===== config.mk =====
export PLATFORM = sky130hd
export DESIGN_NAME = iso_in_dbuf
export DESIGN_NICKNAME = d
export VERILOG_FILES = /design/src/rtl/iso_in_pkg.sv /design/src/rtl/iso_ep_cfg.sv /design/src/rtl/iso_buf_store.sv /design/src/rtl/iso_in_sender.sv /design/src/rtl/iso_in_dbuf.sv
export SDC_FILE = /design/constraint.sdc
export NUM_CORES = 1
export LEC_CHECK = 0
export BUFFER_PORTS_ARGS = -buffer_cell sky130_fd_sc_hd__buf_2
export CAP_MARGIN = 20
export CORE_ASPECT_RATIO = 0.75
export CORE_MARGIN = 2
export CORE_UTILIZATION = 30
export CTS_CLUSTER_SIZE = 24
export DETAILED_ROUTE_END_ITERATION = 12
export PLACE_DENSITY = 0.41
export SETUP_SLACK_MARGIN = 0.4
export SLEW_MARGIN = 40
export SYNTH_ARGS = -nofsm -noshare
export SYNTH_HDL_FRONTEND = slang
export SYNTH_SLANG_ARGS = --single-unit

===== constraint.sdc =====
create_clock -name clk -period 5.8 [get_ports clk]
set_clock_uncertainty 0.1 [all_clocks]
set_input_delay 1.16 -clock clk [delete_from_list [all_inputs] [get_ports clk]]
set_output_delay 1.16 -clock clk [all_outputs]
set_load 0.01 [all_outputs]

===== src/rtl/iso_in_pkg.sv =====
package iso_in_pkg;

  localparam int BYTE_W = 8;
  localparam int REG_AW = 3;

  // register addresses
  localparam logic [REG_AW-1:0] RA_CTL   = 3'd0;
  localparam logic [REG_AW-1:0] RA_SIZE  = 3'd1;
  localparam logic [REG_AW-1:0] RA_XBASE = 3'd2;
  localparam logic [REG_AW-1:0] RA_YBASE = 3'd3;
  localparam logic [REG_AW-1:0] RA_XCNT  = 3'd4;
  localparam logic [REG_AW-1:0] RA_YCNT  = 3'd5;

  // control register bit positions
  localparam int CB_EN  = 0;
  localparam int CB_ISO = 1;
  localparam int CB_BPS = 2;
  localparam int CB_OVF = 7;

  // count byte: NACK flag on top, sample count below
  localparam int NACK_BIT = 7;
  localparam logic [BYTE_W-1:0] CNT_RESET = 8'h80;

  typedef enum logic [1:0] {
    SND_IDLE  = 2'd0,
    SND_SEND  = 2'd1,
    SND_CLOSE = 2'd2
  } snd_state_t;

  // bytes in a packet: samples times bytes-per-sample, capped at buffer size
  function automatic logic [BYTE_W-1:0] calc_pkt_bytes(
    input logic [6:0]        samples,
    input logic [1:0]        bps_code,
    input logic [BYTE_W-1:0] size
  );
    logic [8:0] prod;
    prod = {2'b00, samples} * ({7'd0, bps_code} + 9'd1);
    if (prod > {1'b0, size}) return size;
    return prod[BYTE_W-1:0];
  endfunction

endpackage


===== src/rtl/iso_ep_cfg.sv =====
module iso_ep_cfg
  import iso_in_pkg::*;
(
  input  logic              clk,
  input  logic              rst_n,
  input  logic              cfg_we,
  input  logic [REG_AW-1:0] cfg_addr,
  input  logic [BYTE_W-1:0] cfg_wdata,
  output logic [BYTE_W-1:0] cfg_rdata,
  input  logic              ovf_hit,
  input  logic [BYTE_W-1:0] cnt_x,
  input  logic [BYTE_W-1:0] cnt_y,
  output logic              ep_on,
  output logic              en_rise,
  output logic [1:0]        bps_code,
  output logic [BYTE_W-1:0] buf_size,
  output logic [BYTE_W-1:0] base_x,
  output logic [BYTE_W-1:0] base_y,
  output logic              ovf_flag
);

  logic en_q, iso_q, ovf_q;
  logic [1:0] bps_q;
  logic [BYTE_W-1:0] size_q, xb_q, yb_q;
  logic wr_ctl;

  assign wr_ctl  = cfg_we && (cfg_addr == RA_CTL);
  assign ep_on   = en_q && iso_q;
  assign en_rise = wr_ctl && cfg_wdata[CB_EN] && cfg_wdata[CB_ISO] && !ep_on;

  always_ff @(posedge clk or negedge rst_n) begin
    if (!rst_n) begin
      en_q   <= 1'b0;
      iso_q  <= 1'b0;
      bps_q  <= 2'd0;
      ovf_q  <= 1'b0;
      size_q <= '0;
      xb_q   <= '0;
      yb_q   <= '0;
    end else begin
      if (wr_ctl) begin
        en_q  <= cfg_wdata[CB_EN];
        iso_q <= cfg_wdata[CB_ISO];
        bps_q <= cfg_wdata[CB_BPS +: 2];
      end
      // overflow: set wins, a zero written to its bit clears
      if (ovf_hit) ovf_q <= 1'b1;
      else if (wr_ctl && !cfg_wdata[CB_OVF]) ovf_q <= 1'b0;
      if (cfg_we && cfg_addr == RA_SIZE)  size_q <= cfg_wdata;
      if (cfg_we && cfg_addr == RA_XBASE) xb_q   <= cfg_wdata;
      if (cfg_we && cfg_addr == RA_YBASE) yb_q   <= cfg_wdata;
    end
  end

  always_comb begin
    unique case (cfg_addr)
      RA_CTL:   cfg_rdata = {ovf_q, 3'b000, bps_q, iso_q, en_q};
      RA_SIZE:  cfg_rdata = size_q;
      RA_XBASE: cfg_rdata = xb_q;
      RA_YBASE: cfg_rdata = yb_q;
      RA_XCNT:  cfg_rdata = cnt_x;
      RA_YCNT:  cfg_rdata = cnt_y;
      default:  cfg_rdata = '0;
    endcase
  end

  assign bps_code = bps_q;
  assign buf_size = size_q;
  assign base_x   = xb_q;
  assign base_y   = yb_q;
  assign ovf_flag = ovf_q;

endmodule


===== src/rtl/iso_buf_store.sv =====
module iso_buf_store
  import iso_in_pkg::*;
#(
  parameter int ADDR_W = 6
) (
  input  logic              clk,
  input  logic              rst_n,
  input  logic              prod_we,
  input  logic              prod_cnt,
  input  logic              prod_buf,
  input  logic [BYTE_W-1:0] prod_off,
  input  logic [BYTE_W-1:0] prod_wdata,
  input  logic [BYTE_W-1:0] buf_size,
  input  logic [BYTE_W-1:0] base_x,
  input  logic [BYTE_W-1:0] base_y,
  input  logic              arm,
  input  logic              close_x,
  input  logic              close_y,
  input  logic [ADDR_W-1:0] rd_addr,
  output logic [BYTE_W-1:0] rd_data,
  output logic [BYTE_W-1:0] cnt_x,
  output logic [BYTE_W-1:0] cnt_y,
  output logic              ovf_hit
);

  localparam int MEM_BYTES = 1 << ADDR_W;

  logic [BYTE_W-1:0] mem [MEM_BYTES];
  logic [BYTE_W-1:0] sel_base;
  logic [ADDR_W-1:0] wr_addr;
  logic              in_range, data_we;
  logic [1:0]        close_v;

  assign sel_base = prod_buf ? base_y : base_x;
  assign wr_addr  = ADDR_W'(sel_base + prod_off);
  assign in_range = prod_off < buf_size;
  assign data_we  = prod_we && !prod_cnt && in_range;
  assign ovf_hit  = prod_we && !prod_cnt && !in_range;
  assign close_v  = {close_y, close_x};

  always_ff @(posedge clk) begin
    if (data_we) mem[wr_addr] <= prod_wdata;
  end

  assign rd_data = mem[rd_addr];

  // one count byte per buffer; the sender's hand-back wins over the producer
  for (genvar b = 0; b < 2; b++) begin : g_cnt
    logic [BYTE_W-1:0] q;
    always_ff @(posedge clk or negedge rst_n) begin
      if (!rst_n) q <= CNT_RESET;
      else if (arm || close_v[b]) q[NACK_BIT] <= 1'b1;
      else if (prod_we && prod_cnt && (prod_buf == 1'(b))) q <= prod_wdata;
    end
  end

  assign cnt_x = g_cnt[0].q;
  assign cnt_y = g_cnt[1].q;

endmodule


===== src/rtl/iso_in_sender.sv =====
module iso_in_sender
  import iso_in_pkg::*;
#(
  parameter int ADDR_W = 6
) (
  input  logic              clk,
  input  logic              rst_n,
  input  logic              ep_on,
  input  logic              arm,
  input  logic              tok_in,
  input  logic [BYTE_W-1:0] cnt_x,
  input  logic [BYTE_W-1:0] cnt_y,
  input  logic [1:0]        bps_code,
  input  logic [BYTE_W-1:0] buf_size,
  input  logic [BYTE_W-1:0] base_x,
  input  logic [BYTE_W-1:0] base_y,
  input  logic              tx_ready,
  input  logic [BYTE_W-1:0] rd_data,
  output logic [ADDR_W-1:0] rd_addr,
  output logic              hs_valid,
  output logic              hs_null,
  output logic [BYTE_W-1:0] hs_len,
  output logic              tx_valid,
  output logic [BYTE_W-1:0] tx_data,
  output logic              tx_last,
  output logic              act_buf,
  output logic              busy,
  output logic              xfer_done,
  output logic              close_x,
  output logic              close_y
);

  snd_state_t        st;
  logic              act_q;
  logic [BYTE_W-1:0] len_q, idx_q, base_q;
  logic [BYTE_W-1:0] cur_cnt, cur_base, new_len;
  logic              cur_nack, take, beat, at_last;

  assign cur_cnt  = act_q ? cnt_y : cnt_x;
  assign cur_base = act_q ? base_y : base_x;
  assign cur_nack = cur_cnt[NACK_BIT];
  assign new_len  = cur_nack ? '0 : calc_pkt_bytes(cur_cnt[6:0], bps_code, buf_size);
  assign take     = ep_on && (st == SND_IDLE) && tok_in;

  assign tx_valid  = ep_on && (st == SND_SEND);
  assign at_last   = idx_q == (len_q - 8'd1);
  assign tx_last   = tx_valid && at_last;
  assign tx_data   = rd_data;
  assign beat      = tx_valid && tx_ready;
  assign rd_addr   = ADDR_W'(base_q + idx_q);
  assign xfer_done = ep_on && ((st == SND_CLOSE) || (beat && at_last));
  assign close_x   = xfer_done && !act_q;
  assign close_y   = xfer_done && act_q;
  assign act_buf   = act_q;
  assign busy      = st != SND_IDLE;

  always_ff @(posedge clk or negedge rst_n) begin
    if (!rst_n) begin
      st       <= SND_IDLE;
      act_q    <= 1'b0;
      len_q    <= '0;
      idx_q    <= '0;
      base_q   <= '0;
      hs_valid <= 1'b0;
      hs_null  <= 1'b0;
      hs_len   <= '0;
    end else begin
      hs_valid <= 1'b0;
      if (!ep_on) begin
        st <= SND_IDLE;
        if (arm) act_q <= 1'b0;
      end else begin
        unique case (st)
          SND_IDLE: if (take) begin
            hs_valid <= 1'b1;
            hs_null  <= cur_nack;
            hs_len   <= new_len;
            len_q    <= new_len;
            base_q   <= cur_base;
            idx_q    <= '0;
            st       <= (new_len == '0) ? SND_CLOSE : SND_SEND;
          end
          SND_SEND: if (beat) begin
            idx_q <= idx_q + 8'd1;
            if (at_last) begin
              st    <= SND_IDLE;
              act_q <= !act_q;
            end
          end
          SND_CLOSE: begin
            st    <= SND_IDLE;
            act_q <= !act_q;
          end
          default: st <= SND_IDLE;
        endcase
      end
    end
  end

endmodule


===== src/rtl/iso_in_dbuf.sv =====
module iso_in_dbuf
  import iso_in_pkg::*;
#(
  parameter int ADDR_W = 6
) (
  input  logic        clk,
  input  logic        rst_n,
  input  logic        cfg_we,
  input  logic [2:0]  cfg_addr,
  input  logic [7:0]  cfg_wdata,
  output logic [7:0]  cfg_rdata,
  input  logic        prod_we,
  input  logic        prod_cnt,
  input  logic        prod_buf,
  input  logic [7:0]  prod_off,
  input  logic [7:0]  prod_wdata,
  input  logic        tok_in,
  output logic        hs_valid,
  output logic        hs_null,
  output logic [7:0]  hs_len,
  output logic        tx_valid,
  input  logic        tx_ready,
  output logic [7:0]  tx_data,
  output logic        tx_last,
  output logic        act_buf,
  output logic        busy
);

  logic              ep_on, en_rise, ovf_hit, ovf_flag;
  logic [1:0]        bps_code;
  logic [BYTE_W-1:0] buf_size, base_x, base_y, cnt_x, cnt_y, rd_data;
  logic [ADDR_W-1:0] rd_addr;
  logic              xfer_done, close_x, close_y;
  logic              nack_x, nack_y;

  assign nack_x = cnt_x[NACK_BIT];
  assign nack_y = cnt_y[NACK_BIT];

  iso_ep_cfg u_cfg (
    .clk      (clk),
    .rst_n    (rst_n),
    .cfg_we   (cfg_we),
    .cfg_addr (cfg_addr),
    .cfg_wdata(cfg_wdata),
    .cfg_rdata(cfg_rdata),
    .ovf_hit  (ovf_hit),
    .cnt_x    (cnt_x),
    .cnt_y    (cnt_y),
    .ep_on    (ep_on),
    .en_rise  (en_rise),
    .bps_code (bps_code),
    .buf_size (buf_size),
    .base_x   (base_x),
    .base_y   (base_y),
    .ovf_flag (ovf_flag)
  );

  iso_buf_store #(.ADDR_W(ADDR_W)) u_store (
    .clk       (clk),
    .rst_n     (rst_n),
    .prod_we   (prod_we),
    .prod_cnt  (prod_cnt),
    .prod_buf  (prod_buf),
    .prod_off  (prod_off),
    .prod_wdata(prod_wdata),
    .buf_size  (buf_size),
    .base_x    (base_x),
    .base_y    (base_y),
    .arm       (en_rise),
    .close_x   (close_x),
    .close_y   (close_y),
    .rd_addr   (rd_addr),
    .rd_data   (rd_data),
    .cnt_x     (cnt_x),
    .cnt_y     (cnt_y),
    .ovf_hit   (ovf_hit)
  );

  iso_in_sender #(.ADDR_W(ADDR_W)) u_snd (
    .clk      (clk),
    .rst_n    (rst_n),
    .ep_on    (ep_on),
    .arm      (en_rise),
    .tok_in   (tok_in),
    .cnt_x    (cnt_x),
    .cnt_y    (cnt_y),
    .bps_code (bps_code),
    .buf_size (buf_size),
    .base_x   (base_x),
    .base_y   (base_y),
    .tx_ready (tx_ready),
    .rd_data  (rd_data),
    .rd_addr  (rd_addr),
    .hs_valid (hs_valid),
    .hs_null  (hs_null),
    .hs_len   (hs_len),
    .tx_valid (tx_valid),
    .tx_data  (tx_data),
    .tx_last  (tx_last),
    .act_buf  (act_buf),
    .busy     (busy),
    .xfer_done(xfer_done),
    .close_x  (close_x),
    .close_y  (close_y)
  );

endmodule


# --- Word-level counts from Yosys, hierarchy flattened ---
# Memory sizes are Yosys's and may differ from the RTL's.
# Index checks and enable logic that the tools add are counted.
totals:
  regBits: 72
  ram_bits: 512
  inputBits: 35
  out_inout_bits: 30
  elab_cells: 124
  memories: 1
memory_table:
  columns: ["name", "depth", "word_bits", "rd", "rd_clocked_by_memory_dff", "wr", "line", "text"]
  rows:
  - ["u_store.mem", 64, 8, 1, 0, 1, "iso_buf_store.sv:28", "logic [BYTE_W-1:0] mem [MEM_BYTES];"]
classes:
  add_sub_neg: 5
  mul: 1
  magnitude_cmp: 2
  eq_ne: 14
  mux: 33
  bitwise: 3
  n_reduce_logical: 47
ops:
  columns: ["cell", "count"]
  rows:
  - ["$mux 8", 8]
  - ["$pmux 8 s6", 1]
  - ["$logic_and 1x1->1", 24]
  - ["$pmux 8 s2", 1]
  - ["$mux 1", 14]
  - ["$add 6x6->6", 2]
  - ["$mux 6", 2]
  - ["$ne 3x3->1 const B", 4]
  - ["$reduce_bool 2->1", 6]
  - ["$mux 2", 5]
  - ["$gt 9x8->1", 1]
  - ["$mul 7x9->9", 1]
  - ["$add 8x1->8 const B", 1]
  - ["$eq 8x8->1", 1]
  - ["$logic_not 8->1", 1]
  - ["$lt 8x8->1", 1]
  - ["$reduce_and 4->1", 2]
  - ["$sub 8x1->8 const B", 1]
  - ["$eq 3x2->1 const B", 2]
  - ["$eq 3x3->1 const B", 2]
  - ["$reduce_and 3->1", 2]
  - ["$logic_not 1->1", 5]
  - ["$ne 2x1->1 const B", 2]
  - ["$pmux 2 s2", 1]
  - ["10 further kinds", 15]

# --- Depth between registers and ports, before layout ---
depth:
  word_depth: 11
  depth_mapped: 19
  depth_no_buf: 16

# --- Cells and area by module ---
# A second synthesis with hierarchy kept.
unflattened:
  hier_cells: 1450
  area_unflattened_um2: 25411.9
by_module_without_submodules:
  columns: ["module", "n_inst", "cells_per_inst", "area_per_inst_um2", "seq_area_each_um2"]
  rows:
  - ["iso_buf_store", 1, 1014, 21119.0, 15777.6]
  - ["iso_in_sender", 1, 312, 2706.3, 675.6]
  - ["iso_ep_cfg", 1, 124, 1586.5, 725.7]

# --- Worst setup path after synthesis ---
# No wires, ideal clock.
synth_path:
  kind: "register -> register"
  from: "register u_snd.act_q, in the netlist u_snd.act_buf"
  to: "register u_snd.st[0]"
  setup_time_ns: 0.122
  arrival_time_ns: 5.075
  required_time_ns: 5.578
  path_slack_ns: 0.503
  path_stages_with_launch: 20
  n_path_buf: 3
  synth_period_minus_slack_ns: 5.297
  path_cell_list: "dfrtp_1 buf_2 buf_1 mux2i_1 or2_2 fa_1 inv_1 ha_1 fa_1 a21o_1 a21oi_1 xnor2_1 ha_1 a211o_1 nor2_1 o221ai_1 a211oi_1 buf_2 mux2_2 a32o_1"
synth_via:
  elab_chain_cells: 11
synth_lines:
  columns: ["element", "line", "text"]
  rows:
  - ["start: declaration", "iso_in_sender.sv:34", "logic act_q;"]
  - ["start signal: assignment", "iso_in_sender.sv:87", "act_q <= !act_q;"]
  - ["start signal: assignment", "iso_in_sender.sv:92", "act_q <= !act_q;"]
  - ["$mux 8 (*)", "iso_in_sender.sv:39", "assign cur_cnt = act_q ? cnt_y : cnt_x;"]
  - ["$mul 7x9->9", "iso_in_pkg.sv:37", "prod = {2'b00, samples} * ({7'd0, bps_code} + 9'd1);"]
  - ["$gt 9x8->1", "iso_in_pkg.sv:38", "if (prod > {1'b0, size}) return size;"]
  - ["$mux 1", "iso_in_pkg.sv:38", null]
  - ["$mux 8", "iso_in_pkg.sv:39", "return prod[BYTE_W-1:0];"]
  - ["$mux 8 (*)", "iso_in_sender.sv:42", "assign new_len = cur_nack ? '0 : calc_pkt_bytes(cur_cnt[6:0], bps_code, buf_size);"]
  - ["$logic_not 8->1 (*)", "iso_in_sender.sv:81", "st <= (new_len == '0) ? SND_CLOSE : SND_SEND;"]
  - ["$mux 2 (*)", "iso_in_sender.sv:81", null]
  - ["$mux 2 (*)", "iso_in_sender.sv:74", "SND_IDLE: if (take) begin"]
  - ["$pmux 2 s2 (*)", "iso_in_sender.sv:73", "unique case (st)"]
  - ["$mux 2 (*)", "iso_in_sender.sv:69", "if (!ep_on) begin"]
  - ["end signal: assignment", "iso_in_sender.sv:81", null]
  - ["end: declaration", "iso_in_sender.sv:33", "snd_state_t st;"]
# Mark *: on every way between the ends. The rest lies on a longest branch, timed or not. The select of a mux whose other input is x is not followed.
# A chain may end at the register's enable or synchronous reset.

# --- Worst setup path in the final report ---
layout_path:
  from: "register u_snd.idx_q[0]"
  to: "output tx_data[6]"
layout_via:
  elab_chain_cells: 2
layout_lines:
  columns: ["element", "line", "text"]
  rows:
  - ["start: declaration", "iso_in_sender.sv:35", "logic [BYTE_W-1:0] len_q, idx_q, base_q;"]
  - ["start signal: assignment", "iso_in_sender.sv:84", "idx_q <= idx_q + 8'd1;"]
  - ["$add 6x6->6", "iso_in_sender.sv:50", "assign rd_addr = ADDR_W'(base_q + idx_q);"]
  - ["$mem_v2 64x8", null, null]
  - ["end: declaration", "iso_in_dbuf.sv:23", "output logic [7:0] tx_data,"]
# Every way passes these cells.

==> flow_summary.yaml <==
sta:
  fin_crit_ns: 5.35
  worst_slack_ns: 0.453
  slew-limit-headroom: 0.455
  timing.final.crit_share: 0.922
  fmax_mhz: 187
  hold_slack_ns: 0.406
  maxSlewViolCount: 0
  worst_pin_slew_ns: 0.818
  rsz0062_at_grt: "yes"
  finalSetupViolCount: 0
  hold_viol_final: 0
  fin_setup_tns_ns: 0
pwr:
  vdd_drop_max_v: 0.000241
  p_per_area_nw_per_um2: 525
  power_mw: 15.7
  pwr-share-clk: 0.274
  p_sw_mw: 5.22
  seq_power_share: 0.316
  internal-power_mw: 10.5
  p_leak_nw: 10.1
  power_frac_comb: 0.410
  swShare: 0.333
clock_network:
  htreeDepth: 3
  cts_buffers: 67
  cts_tree: "done"
  root_buffer: "clkbuf_16"
  clock_path_buffers: 3
  clkLatencyLatePin_ns: 0.59
  clock_sinks: 584
  cts_hold_buf: 0
  clk_pin_slew_ns: 0.06
die:
  dieWidth_um: 337
  die_height_um: 254
  io_pins: 65
  core_area_um2: 82400
  dieArea_um2: 85700
  row_count: 91
  start_util: 0.303
critical_path:
  worstPathArrival_ns: 4.09
  start_kind: "flip-flop"
  end_kind: "output pin"
  cpMaxStageDelayCell: "fa_4"
  crit_top_cell: "mux4_2"
  path_max_fanout: 18
  criticalPathCategory: "flip-flop to output pin"
  cp_slowest_stage_delay_ns: 0.87
  path_cells: "ha_4 > fa_4 > buf_12 > bufbuf_16 > mux4_2 > mux4_2 > mux2i_2 > mux2i_1 > buf_2"
  worst-endpoint-required_ns: 4.54
yosys:
  synth_flop_cell: "edfxtp_1"
  synth.lib_cells_used.distinct: 65
  syn_area_um2: 25000
  synth_area_per_cell_um2: 18.3
  synth_seq_cells: 584
  yosysWarnings: 0
  synth_nets: 1443
  yosysSeqAreaShare: 0.687
  synth-edff-count: 512
  async_reset_ff_frac: 0.123
  synth_cells: 1364
status:
  outcome: "finished clean"
placement:
  place_congestion: 0.828
  dpl_cell_area_um2: 27400
  dpl.hpwl_um: 44500
  pre_cts_ws_ns: 0.606
  dpl.cell_count: 2586
  io_buffers: 64
finish:
  final_common_cell: "edfxtp_1"
  final_nets: 1624
  fillers: 7722
  layout_common_cells: "edfxtp_1 (512), mux4_2 (160), nor2_1 (107), buf_4 (93)"
  seqCellArea_um2: 17200
  postLayoutCoreUtil: 0.362
  multi_input_area_um2: 7670
  drive_above_1_share: 0.307
  syn_to_final_growth_pct: 19.4
  layout.cells.non_filler: 2709
  design_area_um2: 29900
grt:
  grt_pass1_vias: 14000
  antenna_found_initial: 4
  grt_pass1_wl_um: 100000
  track_usage: 0.163
  grt.overflow.total: 0
  grt_max_degree: 68
routing:
  vias_per_cell: 4.95
  firstDrtPassIters: 5
  avgRoutedWirePerCell_um: 25.1
  ant_nets: 0
  drc_errors: 0
  vias: 13400
  wirelength_um: 68100
  drtIter0Drc: 1167
job:
  maxCapViolCount: 0
min_path:
  min_path_type: "flip-flop to flip-flop"
-- registers in the layout (all words and copies together), names as in the netlist --
signal and count:
u_cfg.base_x 8, u_cfg.base_y 8, u_cfg.bps_code 2, u_cfg.buf_size 8, u_cfg.en_q 1, u_cfg.iso_q 1, u_cfg.ovf_flag 1, u_snd.act_buf 1
u_snd.base_q 6, u_snd.hs_null 1, u_snd.hs_valid 1, u_snd.idx_q 8, u_snd.len_q 8, u_snd.st 2, u_store.cnt_x 8, u_store.cnt_y 8
u_store.mem 512
-- area by class of cell --
| type | count | share of cell area |
|---|---|---|
| Timing Repair Buffer | 169 | 0.0442 |
| Tap cell | 1116 | 0.0468 |
| Clock inverter | 33 | 0.0142 |
| Clock buffer | 82 | 0.0594 |
| Inverter | 25 | 0.00314 |
| Sequential cell | 584 | 0.575 |
| Antenna cell | 2 | 0.000168 |
| Multi-Input combinational cell | 698 | 0.257 |
-- cells in the mapped netlist (19+ instances only) --
cell type	instances	area [µm²]
edfxtp_1	512	15400
mux4_2	160	3600
nor2_1	108	405
dfrtp_1	70	1750
mux2i_1	58	581
nand2_1	46	173
ha_1	36	450
clkbuf_1	33	124
mux2_2	33	372
o21ai_0	30	150
inv_1	24	90.1
a21oi_1	22	110
nand3_1	21	105
buf_2	19	95.1
xnor2_1	19	166
-- power groups by stage --
stage / clock [mW] / sequential, mW / combinational, mW
after floorplan: 0 / 4.94 / 4.08
after global placement: 0 / 5.05 / 6.15
after CTS: 4.42 / 4.96 / 6.51
after detailed placement: 0 / 5.04 / 6.14
after global routing: 4.61 / 4.98 / 6.92
final: 4.30 / 4.96 / 6.43
-- repair_timing --
item / 4_1_cts / 5_1_grt
pin swaps: 1 / 0
buffers inserted: 4 / 0
hold endpoints to repair: 0 / 0
endpoints found under the setup margin: 8 / 9
resized for setup: 17 / 8
cloned: 2 / 0
-- worst paths after layout --
check	slack [ns]	from	cells past startpoint	to
min in group asynchronous	0.42	rst_n	1	u_cfg.base_x[2]
max in group asynchronous	4.21	rst_n	2	u_snd.idx_q[0]
setup reg to reg	0.68	u_cfg.bps_code[0]	17	u_snd.st[0]
setup / recovery	0.45	u_snd.idx_q[0]	9	tx_data[6]
hold reg to reg	0.41	u_snd.hs_null	1	u_snd.hs_null
hold / removal	0.41	u_snd.hs_null	1	u_snd.hs_null
-- kinds of logic (layout without fill, tap and decap cells) --
family / Yosys count / after routing / share of synthesized area
AOI/OAI and AO/OA: 129 / 129 / 0.0360
xor gates and xnor gates: 32 / 32 / 0.0112
adders and majority gates: 44 / 44 / 0.0244
buffers and inverters: 82 / 309 / 0.0133
DFF: 584 / 584 / 0.687
muxes: 254 / 254 / 0.184
other: 0 / 2 / 0
and+or+nand+nor: 239 / 239 / 0.0448
-- layer usage --
layer / global-route usage / up-vias / share of wire
li1: - / 5913 / -
met1: 0.252 / 7125 / 0.51
met2: 0.234 / 287 / 0.43
met3: 0.0304 / 90 / 0.048
met4: 0.0377 / 4 / 0.016
met5: 0 / - / 0.00040
-- worst max-delay path: cells and delay by family (launching register included) --
kind,cells,cell delay (ns)
multiplexers,4,1.33
buffers and inverters,3,0.65
adder cells (fa/ha/maj),2,1.05
flip-flops,1,0.46
Power figures use the tool's default switching activity.
